File: src/rtl/drv_fault_gate_pkg.sv
package drv_fault_gate_pkg;

    // Width needed to hold counts up to n.
    function automatic int cnt_width(input int n);
        return (n < 2) ? 1 : $clog2(n + 1);
    endfunction

    function automatic int max_int(input int a, input int b);
        return (a > b) ? a : b;
    endfunction

    // Everything that decides one driver in one cycle.
    typedef struct packed {
        logic want_dom;   // dominant requested
        logic blocked_en; // bus switched off
        logic short_off;  // confirmed short on this bus
        logic heat_off;   // over-temperature
        logic por_hold;   // power-on hold
    } gate_req_t;

endpackage

File: src/rtl/short_debounce.sv
module short_debounce
    import drv_fault_gate_pkg::*;
#(
    parameter int ASSERT_CYC  = 4000,
    parameter int RELEASE_CYC = 5500
) (
    input  logic clk,
    input  logic clr,
    input  logic raw,
    output logic flag
);
    localparam int CNT_W = cnt_width(max_int(ASSERT_CYC, RELEASE_CYC));
    localparam logic [CNT_W-1:0] SET_LAST = CNT_W'(ASSERT_CYC - 1);
    localparam logic [CNT_W-1:0] CLR_LAST = CNT_W'(RELEASE_CYC - 1);

    logic [CNT_W-1:0] run_q;
    logic             flag_q;
    logic [CNT_W-1:0] last_c;

    assign last_c = flag_q ? CLR_LAST : SET_LAST;

    always_ff @(posedge clk) begin
        if (clr) begin
            run_q  <= '0;
            flag_q <= 1'b0;
        end else if (raw == flag_q) begin
            run_q <= '0;
        end else if (run_q == last_c) begin
            flag_q <= raw;
            run_q  <= '0;
        end else begin
            run_q <= run_q + 1'b1;
        end
    end

    assign flag = flag_q;
endmodule

File: src/rtl/drv_gate_cell.sv
module drv_gate_cell
    import drv_fault_gate_pkg::*;
(
    input  gate_req_t req,
    output logic      drv_on
);
    always_comb begin
        drv_on = req.want_dom;
        if (req.blocked_en || req.short_off || req.heat_off || req.por_hold)
            drv_on = 1'b0;
    end
endmodule

File: src/rtl/drv_fault_gate.sv
module drv_fault_gate
    import drv_fault_gate_pkg::*;
#(
    parameter int NUM_BUS     = 2,
    parameter int ASSERT_CYC  = 4000,
    parameter int RELEASE_CYC = 5500
) (
    input  logic               clk,
    input  logic               rst,
    input  logic               por_active,
    input  logic [NUM_BUS-1:0] dom_req,
    input  logic [NUM_BUS-1:0] bus_en_n,
    input  logic               overtemp,
    input  logic [NUM_BUS-1:0] short_raw,
    output logic [NUM_BUS-1:0] drv_on,
    output logic [NUM_BUS-1:0] fault_flag
);
    logic filt_clr;
    assign filt_clr = rst | por_active;

    for (genvar b = 0; b < NUM_BUS; b++) begin : g_bus
        gate_req_t req;

        short_debounce #(
            .ASSERT_CYC (ASSERT_CYC),
            .RELEASE_CYC(RELEASE_CYC)
        ) u_deb (
            .clk (clk),
            .clr (filt_clr),
            .raw (short_raw[b]),
            .flag(fault_flag[b])
        );

        assign req = '{want_dom:   dom_req[b],
                       blocked_en: bus_en_n[b],
                       short_off:  fault_flag[b],
                       heat_off:   overtemp,
                       por_hold:   por_active};

        drv_gate_cell u_gate (
            .req   (req),
            .drv_on(drv_on[b])
        );
    end
endmodule

File: config.mk
export PLATFORM = sky130hd
export DESIGN_NAME = drv_fault_gate
export DESIGN_NICKNAME = d
export VERILOG_FILES = /design/src/rtl/drv_fault_gate_pkg.sv /design/src/rtl/short_debounce.sv /design/src/rtl/drv_gate_cell.sv /design/src/rtl/drv_fault_gate.sv
export SDC_FILE = /design/constraint.sdc
export NUM_CORES = 1
export LEC_CHECK = 0
export ABC_AREA = 0
export BUFFER_PORTS_ARGS = -buffer_cell sky130_fd_sc_hd__clkbuf_2
export CAP_MARGIN = 0
export CORE_MARGIN = 1.5
export CORE_UTILIZATION = 60
export CTS_BUF_LIST = sky130_fd_sc_hd__clkbuf_4
export CTS_CLUSTER_SIZE = 8
export DETAILED_ROUTE_END_ITERATION = 8
export GPL_TIMING_DRIVEN = 0
export PLACE_DENSITY = 0.92
export SLEW_MARGIN = 20
export SYNTH_ARGS = -nofsm -noshare
export SYNTH_HDL_FRONTEND = slang
export SYNTH_SLANG_ARGS = --single-unit
File: constraint.sdc
create_clock -name clk -period 2.8 [get_ports clk]
set_input_delay 0 -clock clk [delete_from_list [all_inputs] [get_ports clk]]
set_output_delay 0 -clock clk [all_outputs]
set_load 0.02 [all_outputs]
==> results.txt <==
Status: completed
Slew of the pin with the lowest slew margin: 478 ps
Final Hold Vio Count: 0
Setup crit start kind: flop
Layout Nets: 182
R2R Path End: g_bus[1].u_deb.run_q[12]
Maxcap violations: 0
Setup CP Type: reg2reg
P_leak: 0.512 nW
Design Area, Final: 0.00151 sq mm
Hold path cells: 4
CORE AREA: 0.00217 sq mm
Vias per cell: 5.64
Yosys cell types: 30
Slew Viols, Final: 0
Synth Flop Type: dfxtp_1
Crit-path cells: ha_1, nand3_1, a211o_1, o211ai_2, buf_4, nor2_1
Worst Hold End: g_bus[0].u_deb.flag
FF-to-FF setup slack: 1100 ps
Sum Neg Setup Slack: 0 ps
HPWL Detailed: 1850 um
TritonCTS clock tree: done
Clock sink count: 28
Reg clk slew, reported paths: 150 ps
Post-synth ARST share: 0%
Buf+Inv Stages, Crit Path: 1
CP Max Fanout: 10
Die H: 50.6 um
Synthesized flop and latch total: 28
Initial Util: 62.7%
Max VDD drop: 0.277 mV
H-Tree Depth: 1
DRT Pass-1 Iters: 4
Sw Ratio: 22.2%
RR Startpoint: g_bus[1].u_deb.run_q[0]
Ys Warns: 0
Port bufs: 13
Most numerous cell types in the synthesized netlist: nor2_1, dfxtp_1, xnor2_1, xor2_1, nand2_1
Synth Area per Inst: 9.07 sq um
Total CTS buffers: 3
Setup bufs post-CTS: 0
Crit-path slowest cell: dfxtp_1
Worst R2R Path Depth: 6
Initial DRC Count: 23
Clk_skew: 9.08 ps
Total grt overflow: 0
Synth top area share: 41.2%
Synth top area cells: dfxtp_1, nor2_1, xnor2_1
DIE AREA: 0.00256 sq mm
IO Pins: 14
Pwr dens: 397 mW/mm^2
Clock Tree Root: clkbuf_4
FP Rows: 17
HP Start: rst
Wire length per cell: 12.8 um
Sequential area share after synthesis: 41.2%
Critical path endpoint category: flop
Reg power frac: 67.1%
Min-Delay Path Class: in2reg
RSZ-0062 raised after global routing: false
Worst path max stage delay: 390 ps
Critical Path RT: 3040 ps
Share of cells above drive strength 1: 15.4%
Synth Instances: 150
Combinational power share: 4.4%
GRT Total Usage: 22.6%
Largest net degree at the start of global routing: 16
Final min period: 1700 ps
Number of synthesized flops with an enable pin: 0
Total vias in the final route: 1112
Top-count cell post-synth: nor2_1
Max frequency: 0.587 GHz
Antenna cell count: 0
Max_slew headroom: 68.0%
CTS Buffer Depth: 2
Synth Cell Area: 0.00136 sq mm
Final WL: 2520 um
Resize count post-CTS: 0
Tcrit/Tclk final: 60.9%
Synth-to-layout area growth: 10.8%
Drt drc: 0
Worst-Skew Late Latency: 330 ps
Clk pwr share: 28.5%
Vias in the first global route: 1063
Routability cong.: 0.836
Worst Path Arrival: 1940 ps
WHS: 13.8 ps
Number of antenna violations at the first check in global routing: 0
Die W: 50.6 um
Post-DP Area: 0.00146 sq mm
Crit path max-delay family: compound AO/OA/AOI/OAI gates
Net Sw Power: 0.132 mW
Setup violators final: 0
Post-synth top area cell: dfxtp_1
Syn nets: 162
Post-route ant nets: 0
Power Internal: 0.465 mW
First-pass GRT wire length: 4400 um
[power groups by stage]
| stage | clock [mW] | combinational [mW] | sequential (mW) |
|---|---|---|---|
| 2_1_floorplan | 0 | 0.0135 | 0.410 |
| 3_3_place_gp | 0 | 0.0224 | 0.410 |
| 3_5_place_dp | 0 | 0.0238 | 0.410 |
| 4_1_cts | 0.177 | 0.0260 | 0.401 |
| 5_1_grt | 0.188 | 0.0288 | 0.402 |
| 6_report | 0.171 | 0.0262 | 0.401 |
[flip-flops by register name, summed over array words and instances (netlist names)]
signal             count
g_bus.u_deb.flag       2
g_bus.u_deb.run_q     26
[routing by layer]
metal	GRT usage [%]	vias up	wire, um
met2	36.8	25	1200
li1	-	562	-
met3	3.57	5	112
met5	0	-	0
met1	30.0	520	1160
met4	8.56	0	42
[worst reg2reg max path: cells and delay by family, from the launching register on]
family | cells | cell delay (ps)
adder cells (fa/ha/maj) | 1 | 270
AND/OR/NAND/NOR | 2 | 190
buffers and inverters | 1 | 220
AO/OA/AOI/OAI | 2 | 550
flip-flops | 1 | 390
[worst max path at each step]
stage | startpoint | depth (start not counted) | endpoint
4_1_cts | g_bus[1].u_deb.run_q[0] | 6 | g_bus[1].u_deb.run_q[9]
5_1_grt | g_bus[1].u_deb.run_q[0] | 6 | g_bus[1].u_deb.run_q[9]
2_1_floorplan | g_bus[1].u_deb.run_q[0] | 6 | g_bus[1].u_deb.run_q[10]
6_report | g_bus[1].u_deb.run_q[0] | 6 | g_bus[1].u_deb.run_q[12]
3_3_place_gp | g_bus[1].u_deb.run_q[0] | 6 | g_bus[1].u_deb.run_q[6]
3_5_place_dp | g_bus[1].u_deb.run_q[0] | 6 | g_bus[1].u_deb.run_q[9]
[area by class of cell]
| class | instances | area (sq um) |
|---|---|---|
| Buffer | 7 | 48.8 |
| Clock buffer | 3 | 22.5 |
| Clock inverter | 1 | 3.75 |
| Fill cell | 171 | 663 |
| Inverter | 3 | 11.3 |
| Multi-Input combinational cell | 112 | 739 |
| Sequential cell | 28 | 561 |
| Tap cell | 28 | 35.0 |
| Timing Repair Buffer | 15 | 85.1 |
[repair_timing]
| item | in CTS | in global routing |
|---|---|---|
| setup endpoints to repair | 0 | 0 |
| endpoints found under the hold margin | 2 | 0 |
| hold buffers | 2 | 0 |
[per-stage QoR]
step / power (mW) / std cells / util, % / setup WS [ps]
after detailed placement: 0.434 / 191 / 67.3 / 1110
final: 0.598 / 197 / 69.4 / 1100
after floorplan: 0.423 / 150 / - / 1350
after global placement: 0.432 / 191 / 67.3 / 1190
after CTS: 0.605 / 197 / 69.4 / 1090
after global routing: 0.618 / 197 / 69.4 / 1000
[logic make-up (layout without fill, tap and decap cells)]
| group | after synthesis | in the layout | share of synthesized area, % |
|---|---|---|---|
| mux | 1 | 1 | 0.736 |
| simple gates | 76 | 76 | 30.0 |
| xor+xnor | 24 | 24 | 15.5 |
| flops | 28 | 28 | 41.2 |
| buf+inv | 10 | 29 | 4.42 |
| compound gates | 9 | 9 | 6.35 |
| fa+ha+maj | 2 | 2 | 1.84 |
[cells in the final DEF, fill, tap and decap left out]
cell type / netlist / final
dfxtp_1: 28 / 28
and3_1: 2 / 2
and4bb_1: 1 / 1
nand4_1: 5 / 5
nand4bb_1: 2 / 2
clkbuf_1: 1 / 1
and4_1: 3 / 3
nor4bb_1: 1 / 1
a211o_1: 1 / 1
xnor2_1: 12 / 12
o2111ai_2: 1 / 1
o211ai_1: 2 / 2
xor2_1: 12 / 12
clkbuf_2: 0 / 13
nand3_1: 8 / 8
a22oi_1: 1 / 1
dlygate4sd3_1: 0 / 2
nor3b_1: 2 / 2
buf_4: 6 / 6
mux2i_1: 1 / 1
and2_1: 1 / 1
nor4_1: 3 / 3
and4b_1: 1 / 1
inv_1: 3 / 3
o211ai_2: 2 / 2
or2_2: 1 / 1
clkinv_1: 0 / 1
nor4b_1: 4 / 4
ha_1: 2 / 2
clkbuf_4: 0 / 3
nor2_1: 30 / 30
nand2_1: 9 / 9
nor3_1: 3 / 3
o31ai_1: 2 / 2
Note: power is estimated with default switching activity, not from simulation.
